**src/rtl/isw_pkg.sv**
```systemverilog
package isw_pkg;
  typedef enum logic [1:0] {
    ST_IDLE  = 2'd0,
    ST_SCAN  = 2'd1,
    ST_DRAIN = 2'd2
  } sweep_st_e;

  localparam logic [1:0] OFS_CTRL = 2'd0;
  localparam logic [1:0] OFS_INJ  = 2'd1;
  localparam logic [1:0] OFS_SIG  = 2'd2;

  localparam int CB_RUN  = 0;
  localparam int CB_SEQ  = 1;
  localparam int CB_DONE = 2;

  localparam int          SIG_W    = 32;
  localparam logic [31:0] SIG_POLY = 32'h0040_0007;
endpackage

```
**src/rtl/isw_blk_pick.sv**
```systemverilog
module isw_blk_pick #(
  parameter int NUM_BLK = 8,
  parameter int BLK_W   = 3
) (
  input  logic [NUM_BLK-1:0] mask,
  input  logic [BLK_W:0]     from,
  output logic               found,
  output logic [BLK_W-1:0]   idx
);
  logic [NUM_BLK-1:0] qual;

  for (genvar g = 0; g < NUM_BLK; g++) begin : g_qual
    assign qual[g] = mask[g] && ((BLK_W+1)'(g) >= from);
  end

  always_comb begin
    found = 1'b0;
    idx   = '0;
    for (int i = NUM_BLK - 1; i >= 0; i--) begin
      if (qual[i]) begin
        found = 1'b1;
        idx   = BLK_W'(i);
      end
    end
  end
endmodule

```
**src/rtl/isw_misr.sv**
```systemverilog
module isw_misr #(
  parameter int          W    = 32,
  parameter logic [W-1:0] POLY = 32'h0040_0007
) (
  input  logic         clk,
  input  logic         rst_n,
  input  logic         seed,
  input  logic         fold,
  input  logic [W-1:0] din,
  output logic [W-1:0] sig
);
  logic [W-1:0] nxt;

  always_comb begin
    nxt = {sig[W-2:0], 1'b0} ^ din;
    if (sig[W-1]) nxt = nxt ^ POLY;
  end

  always_ff @(posedge clk or negedge rst_n) begin
    if (!rst_n)    sig <= '0;
    else if (seed) sig <= '0;
    else if (fold) sig <= nxt;
  end
endmodule

```
**src/rtl/isw_sequencer.sv**
```systemverilog
module isw_sequencer
  import isw_pkg::*;
#(
  parameter int NUM_BLK = 8,
  parameter int BLK_W   = 3,
  parameter int WORD_W  = 4
) (
  input  logic                    clk,
  input  logic                    rst_n,
  input  logic                    start,
  input  logic [NUM_BLK-1:0]      mask_in,
  output logic                    rd_en,
  output logic [BLK_W+WORD_W-1:0] rd_addr,
  output logic                    fold,
  output logic                    done,
  output logic                    busy
);
  localparam logic [WORD_W-1:0] LAST_WORD = '1;

  sweep_st_e          state;
  logic [NUM_BLK-1:0] mask_q;
  logic [BLK_W-1:0]   cur_blk;
  logic [WORD_W-1:0]  cur_word;
  logic               vld_q;

  logic [NUM_BLK-1:0] pick_mask;
  logic [BLK_W:0]     pick_from;
  logic               pick_found;
  logic [BLK_W-1:0]   pick_idx;

  always_comb begin
    if (state == ST_IDLE) begin
      pick_mask = mask_in;
      pick_from = '0;
    end else begin
      pick_mask = mask_q;
      pick_from = {1'b0, cur_blk} + (BLK_W+1)'(1);
    end
  end

  isw_blk_pick #(.NUM_BLK(NUM_BLK), .BLK_W(BLK_W)) pick_i (
    .mask  (pick_mask),
    .from  (pick_from),
    .found (pick_found),
    .idx   (pick_idx)
  );

  always_ff @(posedge clk or negedge rst_n) begin
    if (!rst_n) begin
      state    <= ST_IDLE;
      mask_q   <= '0;
      cur_blk  <= '0;
      cur_word <= '0;
      vld_q    <= 1'b0;
      done     <= 1'b1;
    end else begin
      vld_q <= (state == ST_SCAN);
      unique case (state)
        ST_IDLE: begin
          if (start) begin
            mask_q   <= mask_in;
            done     <= 1'b0;
            cur_word <= '0;
            if (pick_found) begin
              cur_blk <= pick_idx;
              state   <= ST_SCAN;
            end else begin
              state   <= ST_DRAIN;
            end
          end
        end
        ST_SCAN: begin
          if (cur_word == LAST_WORD) begin
            cur_word <= '0;
            if (pick_found) cur_blk <= pick_idx;
            else            state   <= ST_DRAIN;
          end else begin
            cur_word <= cur_word + WORD_W'(1);
          end
        end
        ST_DRAIN: begin
          done  <= 1'b1;
          state <= ST_IDLE;
        end
        default: state <= ST_IDLE;
      endcase
    end
  end

  assign rd_en   = (state == ST_SCAN);
  assign rd_addr = {cur_blk, cur_word};
  assign fold    = vld_q;
  assign busy    = (state != ST_IDLE);
endmodule

```
**src/rtl/isw_regs.sv**
```systemverilog
module isw_regs
  import isw_pkg::*;
(
  input  logic             clk,
  input  logic             rst_n,
  input  logic             reg_wr,
  input  logic [1:0]       reg_addr,
  input  logic [31:0]      reg_wdata,
  output logic [31:0]      reg_rdata,
  input  logic             ctrl_erase,
  input  logic             ctrl_prog,
  input  logic             ctrl_hv,
  input  logic             ctrl_done,
  input  logic             margin_mode,
  input  logic             done,
  input  logic             busy,
  input  logic [SIG_W-1:0] sig,
  output logic             start,
  output logic [31:0]      ecc_inject
);
  logic seq_q;
  logic ctrl_wr;
  logic interlock;
  logic order_bad;
  logic inj_open;

  assign ctrl_wr   = reg_wr && (reg_addr == OFS_CTRL) && !busy;
  assign interlock = ctrl_erase || ctrl_prog || ctrl_hv;
  assign order_bad = margin_mode && !reg_wdata[CB_SEQ];
  assign start     = ctrl_wr && reg_wdata[CB_RUN] && !interlock && !order_bad;
  assign inj_open  = ctrl_done && done;

  always_ff @(posedge clk or negedge rst_n) begin
    if (!rst_n) begin
      seq_q      <= 1'b0;
      ecc_inject <= '0;
    end else begin
      if (ctrl_wr) seq_q <= reg_wdata[CB_SEQ];
      if (reg_wr && (reg_addr == OFS_INJ) && inj_open) ecc_inject <= reg_wdata;
    end
  end

  always_comb begin
    reg_rdata = '0;
    unique case (reg_addr)
      OFS_CTRL: begin
        reg_rdata[CB_RUN]  = busy;
        reg_rdata[CB_SEQ]  = seq_q;
        reg_rdata[CB_DONE] = done;
      end
      OFS_INJ: reg_rdata = inj_open ? ecc_inject : '0;
      OFS_SIG: reg_rdata = sig;
      default: reg_rdata = '0;
    endcase
  end
endmodule

```
**src/rtl/integrity_sweep.sv**
```systemverilog
module integrity_sweep
  import isw_pkg::*;
#(
  parameter int NUM_BLK = 8,
  parameter int WORD_W  = 4,
  localparam int BLK_W  = (NUM_BLK > 1) ? $clog2(NUM_BLK) : 1,
  localparam int ADDR_W = BLK_W + WORD_W
) (
  input  logic               clk,
  input  logic               rst_n,
  input  logic               reg_wr,
  input  logic [1:0]         reg_addr,
  input  logic [31:0]        reg_wdata,
  output logic [31:0]        reg_rdata,
  input  logic               ctrl_erase,
  input  logic               ctrl_prog,
  input  logic               ctrl_hv,
  input  logic               ctrl_done,
  input  logic               margin_mode,
  input  logic [NUM_BLK-1:0] blk_sel,
  input  logic [NUM_BLK-1:0] blk_lock,
  output logic               arr_rd_en,
  output logic [ADDR_W-1:0]  arr_rd_addr,
  input  logic [31:0]        arr_rd_data,
  output logic [31:0]        ecc_inject,
  output logic               chk_done
);
  logic             start;
  logic             busy;
  logic             fold;
  logic [SIG_W-1:0] sig;

  isw_regs regs_i (
    .clk         (clk),
    .rst_n       (rst_n),
    .reg_wr      (reg_wr),
    .reg_addr    (reg_addr),
    .reg_wdata   (reg_wdata),
    .reg_rdata   (reg_rdata),
    .ctrl_erase  (ctrl_erase),
    .ctrl_prog   (ctrl_prog),
    .ctrl_hv     (ctrl_hv),
    .ctrl_done   (ctrl_done),
    .margin_mode (margin_mode),
    .done        (chk_done),
    .busy        (busy),
    .sig         (sig),
    .start       (start),
    .ecc_inject  (ecc_inject)
  );

  isw_sequencer #(.NUM_BLK(NUM_BLK), .BLK_W(BLK_W), .WORD_W(WORD_W)) seq_i (
    .clk     (clk),
    .rst_n   (rst_n),
    .start   (start),
    .mask_in (blk_sel & ~blk_lock),
    .rd_en   (arr_rd_en),
    .rd_addr (arr_rd_addr),
    .fold    (fold),
    .done    (chk_done),
    .busy    (busy)
  );

  isw_misr #(.W(SIG_W), .POLY(SIG_POLY)) misr_i (
    .clk   (clk),
    .rst_n (rst_n),
    .seed  (start),
    .fold  (fold),
    .din   (arr_rd_data),
    .sig   (sig)
  );
endmodule

```
**config.mk**
```make
export PLATFORM = sky130hd
export DESIGN_NAME = integrity_sweep
export DESIGN_NICKNAME = d
export VERILOG_FILES = /design/src/rtl/isw_pkg.sv /design/src/rtl/isw_blk_pick.sv /design/src/rtl/isw_misr.sv /design/src/rtl/isw_sequencer.sv /design/src/rtl/isw_regs.sv /design/src/rtl/integrity_sweep.sv
export SDC_FILE = /design/constraint.sdc
export NUM_CORES = 1
export LEC_CHECK = 0
export BUFFER_PORTS_ARGS = -buffer_cell sky130_fd_sc_hd__buf_4
export CELL_PAD_IN_SITES_DETAIL_PLACEMENT = 2
export CELL_PAD_IN_SITES_GLOBAL_PLACEMENT = 2
export CORE_MARGIN = 1.5
export CORE_UTILIZATION = 27
export CTS_CLUSTER_SIZE = 28
export DETAILED_ROUTE_END_ITERATION = 7
export GPL_ROUTABILITY_DRIVEN = 0
export PLACE_DENSITY = 0.88
export SYNTH_ARGS = -nofsm -noshare
export SYNTH_HDL_FRONTEND = slang
export SYNTH_SLANG_ARGS = --single-unit
```
**constraint.sdc**
```tcl
create_clock -name clk -period 2.1 [get_ports clk]
set_clock_uncertainty 0.2 [all_clocks]
set_input_delay 0.105 -clock clk [delete_from_list [all_inputs] [get_ports clk]]
set_output_delay 0.105 -clock clk [all_outputs]
set_load 0.1 [all_outputs]
```
==> results of run 1 <==
## kinds of logic after synthesis
| group | Yosys count |
|---|---|
| AO/OA/AOI/OAI | 98 |
| multiplexers | 37 |
| adder cells (fa/ha/maj) | 6 |
| XOR/XNOR | 38 |
| AND/OR/NAND/NOR | 128 |
| flip-flops | 83 |
| buffers and inverters | 36 |
## area by class of cell
class                      instances  area, sq um  area share [%]
antenna                            2         5.00          0.0612
timing repair buffer             276         2780            34.0
inverter                           5         18.8           0.230
sequential                        83         2090            25.6
clock buffer                      10          239            2.92
tap                              216          270            3.31
clock inverter                     6         52.6           0.643
multi-input combinational        308         2720            33.2
## power by group through the flow
stage	Clock [mW]	Combinational (mW)	Sequential (mW)
after CTS	1.65	5.06	2.89
after floorplan	0	2.26	4.01
after global routing	1.72	5.69	3.02
after detailed placement	0	4.69	2.91
final	1.64	5.48	2.97
after global placement	0	4.51	2.85
## timing repair
item / in CTS / in global routing
setup endpoints to repair: 35 / 42
gates cloned: 2 / 0
hold buffers: 76 / 0
setup buffers: 6 / 7
pin swaps: 11 / 14
gates resized for setup: 89 / 34
endpoints found under the hold margin: 114 / 0
## worst min-delay path by stage
stage	depth (start not counted)	slack [ps]	to	start
detailed placement	1	-10	misr_i.sig[10]$_DFFE_PN0P_	rst_n
global route	5	140	misr_i.sig[2]$_DFFE_PN0P_	arr_rd_data[2]
finish	5	80	misr_i.sig[2]$_DFFE_PN0P_	arr_rd_data[2]
CTS	5	50	misr_i.sig[22]$_DFFE_PN0P_	arr_rd_data[22]
floorplan	0	-390	misr_i.sig[0]$_DFFE_PN0P_	rst_n
global placement	1	-20	misr_i.sig[11]$_DFFE_PN0P_	rst_n
## metal layers
metal  global-route usage (%)  share of wire [%]  vias to the layer above  wire [um]
met5                        0                  0                        -          0
met4                     8.53                3.0                        0        716
met3                     5.86                5.4                       50       1290
met2                     47.9                 51                      202      12200
met1                     30.6                 40                     2380       9520
li1                         -                  -                     2029          -
## state kept, by name, summed over array words and instances, names as in the netlist
register	cells
seq_i.done	1
seq_i.cur_word	4
seq_i.cur_blk	3
misr_i.sig	32
seq_i.fold	1
seq_i.state	2
regs_i.seq_q	1
regs_i.ecc_inject	32
seq_i.mask_q	7
## placed cells by master, fill, tap and decap left out, drive strengths merged, types with 3 or more instances in the layout
cell type      n
dfrtp         82
inv           10
nor4b          5
nand2         22
clkbuf        10
nand2b         7
nor3           3
and3           5
nor2          45
o21ai         15
nand3b         4
dlygate4sd3   76
ha             6
a222oi         3
nor2b         30
xnor2         36
a211oi        29
a21oi          9
mux2          33
a22oi         29
mux2i          4
buf          200
## stage by stage
stage	cell area, sq um	hold slack [ps]	worst slack, ps
after floorplan	4910	-391	-177
after global placement	6460	-23.7	-16.8
after detailed placement	6460	-9.69	-152
after CTS	7980	46.2	-160
after global routing	8170	143	-275
final	8170	79.6	-225
## critical path: stages (launching register included)
cell and delay (ps):
dfrtp_4 500, ha_4 210, xor2_4 210, buf_6 140
nor4b_4 430, nor2_2 90, a21oi_2 180, o21ai_2 100
mux2i_1 170
==> impl_metrics.ini, run 1 <==
[clock_network]
root_buffer = clkbuf_16
cts_buffers = 9
clkTransAtPathRegs_ps = 70
clock-sinks = 83
cts_tree = done
clockBufferDepth = 2
clk_latency_ps = 360
htreeDepth = 3

[power]
combPwrFrac_pct = 54.3
p_switching_mw = 5.20
p_leak_nw = 3.46
powerDensity_nw_per_um2 = 1240
p_clk_share_pct = 16.2
seqPwrFrac_pct = 29.5
vdd_ir_drop_max_mv = 0.907
total_power_mw = 10.1
sw_frac_of_total_pct = 51.5
power.internal_mw = 4.90

[min_path]
worstHoldPathType = primary input to flop

[timing]
relSlewSlack_pct = 55.5
period_share_pct = 111
max_freq_mhz = 430
tightest_slew_ps = 667
setup_tns_ps = -3290
maxSlewViolCount = 0
rsz0062_at_grt = yes
period_needed_ps = 2320
finalSetupViolations = 35
postLayoutSetupSlackWorst_ps = -225
hold_violations = 0

[drt]
drt-pass1-iter-count = 4
routed_wirelength_um = 23800
drc = 0
vias_per_cell = 5.14
dr.first_iter.drc_count = 212
wl_per_cell_um = 26.2
ant_nets = 0
route.vias.total = 4661

[logic_synthesis]
syn_area_per_cell_sq_um = 10.4
synth_compound_area_share_pct = 15.9
post-synth-top-count-cell = dfrtp_1
synth.top_cell.area_share_pct = 46.5
syn-cell-area_sq_um = 4410
synth_xor_area_share_pct = 7.54
syn-num-nets = 522
netlist_instances = 426
postSynth.asyncResetShare_pct = 100
synth-simple-area-share_pct = 15.2
yosys.area_share.adder_pct = 1.70
ys_seq_area_share_pct = 47.1
muxShareOfSynthArea_pct = 9.33
synth_area_leaders = dfrtp_1, xnor2_1, mux2_2
synth_top_family_by_area = compound AO/OA/AOI/OAI gates
yosys_warnings = 0
synthTopCellsByCount = dfrtp_1, nor2_1, xnor2_1
ys_types = 47
yosysTopAreaCell = dfrtp_1
synthFlopType = dfrtp_1
ys_ff_latch = 83
synth_edf_count = 0

[placed_design]
numPortBuffers = 162
dp_hpwl_um = 12800
dpl.cell_count = 798

[worst_setup_path]
crit_required_ps = 2160
reg2reg_slack_ps = -220
timing.rr.end = seq_i.cur_blk[0]$_DFFE_PN0P_
crit_path_start_kind = flop
endpoint = seq_i.cur_blk[0]$_DFFE_PN0P_
r2r_cells = 8
path_class = flop to flop
crit_arrival_ps = 2390
path_max_fanout = 4
reg2reg_from = seq_i.cur_blk[0]$_DFFE_PN0P_
endpoint_kind = flop
startpoint = seq_i.cur_blk[0]$_DFFE_PN0P_

[floorplan]
die_h_um = 131
core_sq_um = 15900
ios = 163
start_util_pct = 27.7
die_x_um = 131
dieArea_sq_um = 17100
rows = 46

[global_routing]
grt-ovfl-total = 0
grt_first_pass_wirelength_um = 33100
antenna_found_initial = 2
grt_pass1_vias = 5259
grt_usage_pct = 26.3
grt_max_degree = 50

[final_layout]
post-route-util_pct = 51.3
area_growth_pct = 85.2
drive_gt1_share_pct = 48.0
finish.net_count = 779
fill_cells = 1578
stdcell_count = 906

[flow_run]
maxCapViolations = 0

[status]
violations = negative setup slack
status = finished, violations left
(Power assumes the default switching activity.)
==> run 2: changes to the inputs <==
--- a/config.mk
+++ b/config.mk
@@ -14,6 +14,8 @@
 export DETAILED_ROUTE_END_ITERATION = 7
 export GPL_ROUTABILITY_DRIVEN = 0
 export PLACE_DENSITY = 0.88
+export RECOVER_POWER = 50
+export SKIP_LAST_GASP = 1
 export SYNTH_ARGS = -nofsm -noshare
 export SYNTH_HDL_FRONTEND = slang
 export SYNTH_SLANG_ARGS = --single-unit
==> run 2 against run 1 <==
The flow still finishes with violations (negative setup slack). Critical path depth unchanged. Setup slack better by 42 ps. Sequential share of layout area up 0.19 points. Utilization down 0.38 points. Worst hold slack better by 6.0 ps. Power down 0.43%. Combinational power down 0.7%. Sequential cell count unchanged. First-iteration DRC count down 13%. Largest cell class unchanged.
==> impl_metrics.ini, run 2 (synthesis results as in run 1) <==
[worst_setup_path]
timing.rr.end = seq_i.cur_blk[0]$_DFFE_PN0P_
crit_path_start_kind = flop
crit_required_ps = 2160
path_max_fanout = 4
path_class = flop to flop
reg2reg_slack_ps = -180
crit_arrival_ps = 2340
slowest_delay_ps = 500
r2r_cells = 8
slowest_stage = dfrtp_4
crit_chain = ha_4, xor2_4, buf_6, nor4b_4, nor2_2, a21oi_2, o21ai_2, mux2i_1
reg2reg_from = seq_i.cur_blk[0]$_DFFE_PN0P_
endpoint_kind = flop

[placed_design]
dp_hpwl_um = 12800
numPortBuffers = 162
dpl.cell_count = 798
dp_slack_ps = -152

[final_layout]
drive_gt1_share_pct = 48.0
stdcell_count = 906
finish.net_count = 780
final_common_cell = buf_4
area_growth_pct = 83.8
final_cell_mix = buf_4, dlygate4sd3_1, dfrtp_1
post-route-util_pct = 50.9
reg.largest.list = misr_i.sig (32), regs_i.ecc_inject (32), seq_i.mask_q (7)

[clock_network]
root_buffer = clkbuf_16
clk_latency_ps = 360
cts_buffers = 9
clkTransAtPathRegs_ps = 70
cts_tree = done
htreeDepth = 3
clock-sinks = 83
clockBufferDepth = 2

[timing]
rsz0062_at_grt = yes
period_share_pct = 109
period_needed_ps = 2280
postLayoutSetupSlackWorst_ps = -182
relSlewSlack_pct = 13.6
tightest_slew_ps = 1300
maxSlewViolCount = 0
max_freq_mhz = 438
finalSetupViolations = 37
hold_violations = 0
setup_tns_ps = -3450

[min_path]
hold_path_depth = 5
worstHoldPathType = primary input to flop
hold_start = arr_rd_data[2]
min_to = misr_i.sig[2]$_DFFE_PN0P_

[global_routing]
grt_usage_pct = 26.2
grt-busiest-layer = met2
met1_usage_pct = 30.3
met3_usage_pct = 6.15
antenna_found_initial = 1
grt_max_degree = 50
grt_first_pass_wirelength_um = 33000
use_met2_pct = 47.7
grt_pass1_vias = 5256
grt-ovfl-total = 0

[drt]
drc = 0
drt-pass1-iter-count = 5
routed_wirelength_um = 23400
ant_nets = 0
route.vias.total = 4589
wl_per_cell_um = 25.9
vias_per_cell = 5.07
dr.first_iter.drc_count = 185

[floorplan]
die_h_um = 131
ios = 163
start_util_pct = 27.7
die_x_um = 131
core_sq_um = 15900
rows = 46
dieArea_sq_um = 17100

[flow_run]
maxCapViolations = 0

[power]
vdd_ir_drop_max_mv = 0.883
p_leak_nw = 3.45
powerDensity_nw_per_um2 = 1240

[status]
violations = negative setup slack
status = finished, violations left
==> run 2: stage by stage <==
stage	power [mW]	cell area [sq um]	hold slack, ps
floorplan	6.27	4910	-391
global placement	7.36	6460	-23.7
detailed placement	7.60	6460	-9.69
CTS	9.58	7970	46.2
global route	10.4	8110	132
finish	10.1	8110	85.6
==> run 2: timing repair <==
item                                   4_1_cts  5_1_grt
resized for setup                           87       33
setup endpoints to repair                   35       40
buffers inserted                             6        8
cloned                                       2        0
hold buffers                                76        0
endpoints found under the hold margin      114        0
pin swaps                                   10       15
==> run 2: cell type report <==
class | instances | area (sq um)
Multi-Input combinational cell | 308 | 2710
Clock buffer | 10 | 239
Timing Repair Buffer | 277 | 2720
Tap cell | 216 | 270
Clock inverter | 6 | 52.6
Inverter | 5 | 18.8
Fill cell | 1593 | 7830
Sequential cell | 83 | 2090
Antenna cell | 1 | 2.50
==> run 2: layer usage <==
| layer | wire length, um | up-vias |
|---|---|---|
| li1 | - | 2026 |
| met1 | 9390 | 2336 |
| met2 | 12200 | 189 |
| met3 | 1320 | 38 |
| met4 | 576 | 0 |
| met5 | 0 | - |
==> run 2: critical path: cells and delay by family, from the launching register on <==
kind                       cells  cell delay, ps
and+or+nand+nor                2             490
AOI/OAI and AO/OA              2             250
xor gates and xnor gates       1             210
buffers and inverters          1             140
DFF                            1             500
muxes                          1             180
adders and majority gates      1             210
==> run 2: worst max path at each step <==
| stage | startpoint | end | slack, ps |
|---|---|---|---|
| finish | seq_i.cur_blk[0]$_DFFE_PN0P_ | seq_i.cur_blk[0]$_DFFE_PN0P_ | -180 |
| global route | seq_i.cur_blk[0]$_DFFE_PN0P_ | seq_i.cur_blk[0]$_DFFE_PN0P_ | -240 |
| CTS | seq_i.state[1]$_DFFE_PN0P_ | seq_i.cur_blk[0]$_DFFE_PN0P_ | -160 |
| detailed placement | seq_i.state[0]$_DFFE_PN0P_ | seq_i.cur_blk[0]$_DFFE_PN0P_ | -150 |
| global placement | seq_i.state[0]$_DFFE_PN0P_ | seq_i.cur_blk[1]$_DFFE_PN0P_ | -20 |
| floorplan | seq_i.done$_DFFE_PN1P_ | reg_rdata[10] | -180 |
==> run 2: where the power goes <==
| part | total, mW | internal [mW] | leakage (nW) | switching (mW) |
|---|---|---|---|---|
| logic | 5.44 | 1.84 | 2.32 | 3.60 |
| registers | 2.97 | 2.14 | 0.982 | 0.827 |
| clock network | 1.64 | 0.860 | 0.145 | 0.777 |
==> run 3: changes to the inputs <==
--- a/config.mk
+++ b/config.mk
@@ -6,10 +6,8 @@
 export NUM_CORES = 1
 export LEC_CHECK = 0
 export BUFFER_PORTS_ARGS = -buffer_cell sky130_fd_sc_hd__buf_4
-export CELL_PAD_IN_SITES_DETAIL_PLACEMENT = 2
-export CELL_PAD_IN_SITES_GLOBAL_PLACEMENT = 2
 export CORE_MARGIN = 1.5
-export CORE_UTILIZATION = 27
+export CORE_UTILIZATION = 45
 export CTS_CLUSTER_SIZE = 28
 export DETAILED_ROUTE_END_ITERATION = 7
 export GPL_ROUTABILITY_DRIVEN = 0
==> constraint.sdc (replaced) <==
create_clock -name clk -period 2.1 [get_ports clk]
set_clock_uncertainty 0.2 [all_clocks]
set_input_delay 0.105 -clock clk [delete_from_list [all_inputs] [get_ports clk]]
set_output_delay 0.105 -clock clk [all_outputs]
set_load 0.01 [all_outputs]
==> run 3 against run 2 <==
The run still ends with negative setup slack left. Setup slack improved by 93 ps. Non-clock buffer count down 14. Die area decreased by 39%. Power decreased by 33%. Sequential cell count is the same. Sequential power down 7.1%. Register-to-register slack improved by 90 ps. Via count fell by 3.4%. Utilization up 22 points. First-iteration DRC count increased by 24%. Global-route usage increased by 1.5 points. Critical path depth decreased by 2.
==> impl_metrics.ini, run 3 (synthesis results as in run 1) <==
[floorplan]
core_sq_um = 9370
dieArea_sq_um = 10400
ios = 163
die_h_um = 102
start_util_pct = 47.1
rows = 35
die_x_um = 102

[worst_setup_path]
cp_num_buf_inv = 0
endpoint_kind = flop
crit_chain = or4b_1, a22o_1, a221oi_2, and2b_1, nor3_1, o22a_1
path_class = flop to flop
crit_required_ps = 2120
slowest_stage = or4b_1
slowest_delay_ps = 510
path_delay_family = compound AO/OA/AOI/OAI gates
path_max_fanout = 3
crit_path_start_kind = flop
crit_arrival_ps = 2210

[drt]
vias_per_cell = 5.52
ant_nets = 0
drc = 0
routed_wirelength_um = 14800
route.vias.total = 4432
top_layer = met4
dr_wl_met3_um = 1100
wl_per_cell_um = 18.4
wl_met2_um = 7620
dr.first_iter.drc_count = 229
met1_length_um = 5680
drt-pass1-iter-count = 5

[status]
status = finished, violations left
violations = negative setup slack

[global_routing]
grt_max_degree = 70
grt-ovfl-total = 0
grt_first_pass_wirelength_um = 22500
grt_pass1_vias = 4595
antenna_found_initial = 0
grt_usage_pct = 27.7

[final_layout]
final_cell_area_sq_um = 6850
antenna_cells = 0
finish.net_count = 765
multi_input_comb_area_sq_um = 2250
regArea_sq_um = 2080
reg.largest.list = misr_i.sig (32), regs_i.ecc_inject (32), seq_i.mask_q (7)
final_common_cell = buf_4
final_cell_mix = buf_4, dfrtp_1, dlygate4sd3_1
area_growth_pct = 55.3
fill_cells = 636
stdcell_count = 803
drive_gt1_share_pct = 30.9

[power]
vdd_ir_drop_max_mv = 0.485
seqPwrFrac_pct = 41.2
sw_frac_of_total_pct = 36.7
p_leak_nw = 2.97
p_switching_mw = 2.46
power.internal_mw = 4.24
combPwrFrac_pct = 38.9
p_clk_share_pct = 19.9
powerDensity_nw_per_um2 = 979

[clock_network]
clkTransAtPathRegs_ps = 90
clockBufferDepth = 2
htreeDepth = 3
cts_buffers = 9
cts_tree = done
root_buffer = clkbuf_8
clock-sinks = 83
clk_latency_ps = 340

[timing]
postLayoutSetupSlackWorst_ps = -89.6
maxSlewViolCount = 0
period_share_pct = 104
period_needed_ps = 2190
rsz0062_at_grt = yes
finalSetupViolations = 5
max_freq_mhz = 457
relSlewSlack_pct = 36.1
hold_violations = 0
tightest_slew_ps = 959

[min_path]
worstHoldPathType = primary input to flop

[placed_design]
numPortBuffers = 162
dpl.cell_count = 705
dp_hpwl_um = 8910
dpl_cell_area_sq_um = 5870

[flow_run]
maxCapViolations = 0
==> run 3: changes by cell type in the layout (fill, tap and decap cells not counted), moves of 6 or more <==
cell       previous run  this run
a22oi_1               0        29
a22oi_2              29         0
buf_12               38         3
buf_4               135       141
buf_6                 7         1
clkbuf_1              0        37
clkbuf_16             9         2
clkbuf_2             20         0
clkbuf_8              1        11
nor2b_1               1        29
nor2b_4              29         0
==> run 3: final cells by class <==
type                            instances  share of cell area (%)
Inverter                                5                   0.274
Multi-Input combinational cell        307                    32.8
Sequential cell                        83                    30.4
Clock inverter                          5                    1.20
Timing Repair Buffer                  263                    30.8
Tap cell                              129                    2.35
Clock buffer                           11                    2.21
==> run 3: layer usage <==
layer	vias to the layer above	global-route usage (%)
met4	0	12.2
met3	30	4.92
li1	1999	-
met2	243	49.2
met1	2160	32.8
met5	-	0
==> run 3: what timing repair did <==
action	CTS	global route
pin swaps	4	7
setup endpoints to repair	3	70
buffers inserted	3	2
resized for setup	0	17
endpoints found under the hold margin	151	0
cloned	0	2
hold buffers	77	0
==> run 3: final timing paths <==
path | endpoint | cells past startpoint | start | slack (ps)
worst max-delay path | seq_i.cur_blk[1]$_DFFE_PN0P_ | 6 | seq_i.state[1]$_DFFE_PN0P_ | -90
worst min-delay path | misr_i.sig[1]$_DFFE_PN0P_ | 5 | arr_rd_data[1] | 40
worst max register to register | seq_i.cur_blk[1]$_DFFE_PN0P_ | 6 | seq_i.state[1]$_DFFE_PN0P_ | -90
worst min register to register | seq_i.mask_q[5]$_DFFE_PN0P_ | 2 | seq_i.mask_q[5]$_DFFE_PN0P_ | 280
max in group asynchronous | regs_i.ecc_inject[27]$_DFFE_PN0P_ | 3 | rst_n | 410
min in group asynchronous | misr_i.sig[27]$_DFFE_PN0P_ | 3 | rst_n | 540
==> run 3: worst register-to-register path: stages (launching register included) <==
cell      delay, ps
dfrtp_1         400
or4b_1          510
a22o_1          230
a221oi_2        300
and2b_1         180
nor3_1           50
o22a_1          220
==> run 3: power by group through the flow <==
stage | clock network [mW] | logic, mW | registers, mW
3_5_place_dp | 0 | 2.47 | 2.77
5_1_grt | 1.42 | 2.85 | 2.83
3_3_place_gp | 0 | 2.38 | 2.73
4_1_cts | 1.34 | 2.63 | 2.73
2_1_floorplan | 0 | 1.52 | 2.64
6_report | 1.33 | 2.61 | 2.76
==> run 3: per-stage QoR <==
stage          util (%)  hold slack (ps)  total power [mW]  worst slack (ps)  TNS, ps
2_1_floorplan         -             -391              4.16              13.1        0
3_5_place_dp       62.6             -221              5.24             -76.5     -144
3_3_place_gp       62.6             -225              5.11              8.17        0
6_report           73.1             44.8              6.71             -89.6     -165
4_1_cts            73.6             38.8              6.71             -90.1     -178
5_1_grt            73.1             81.0              7.10              -140     -727
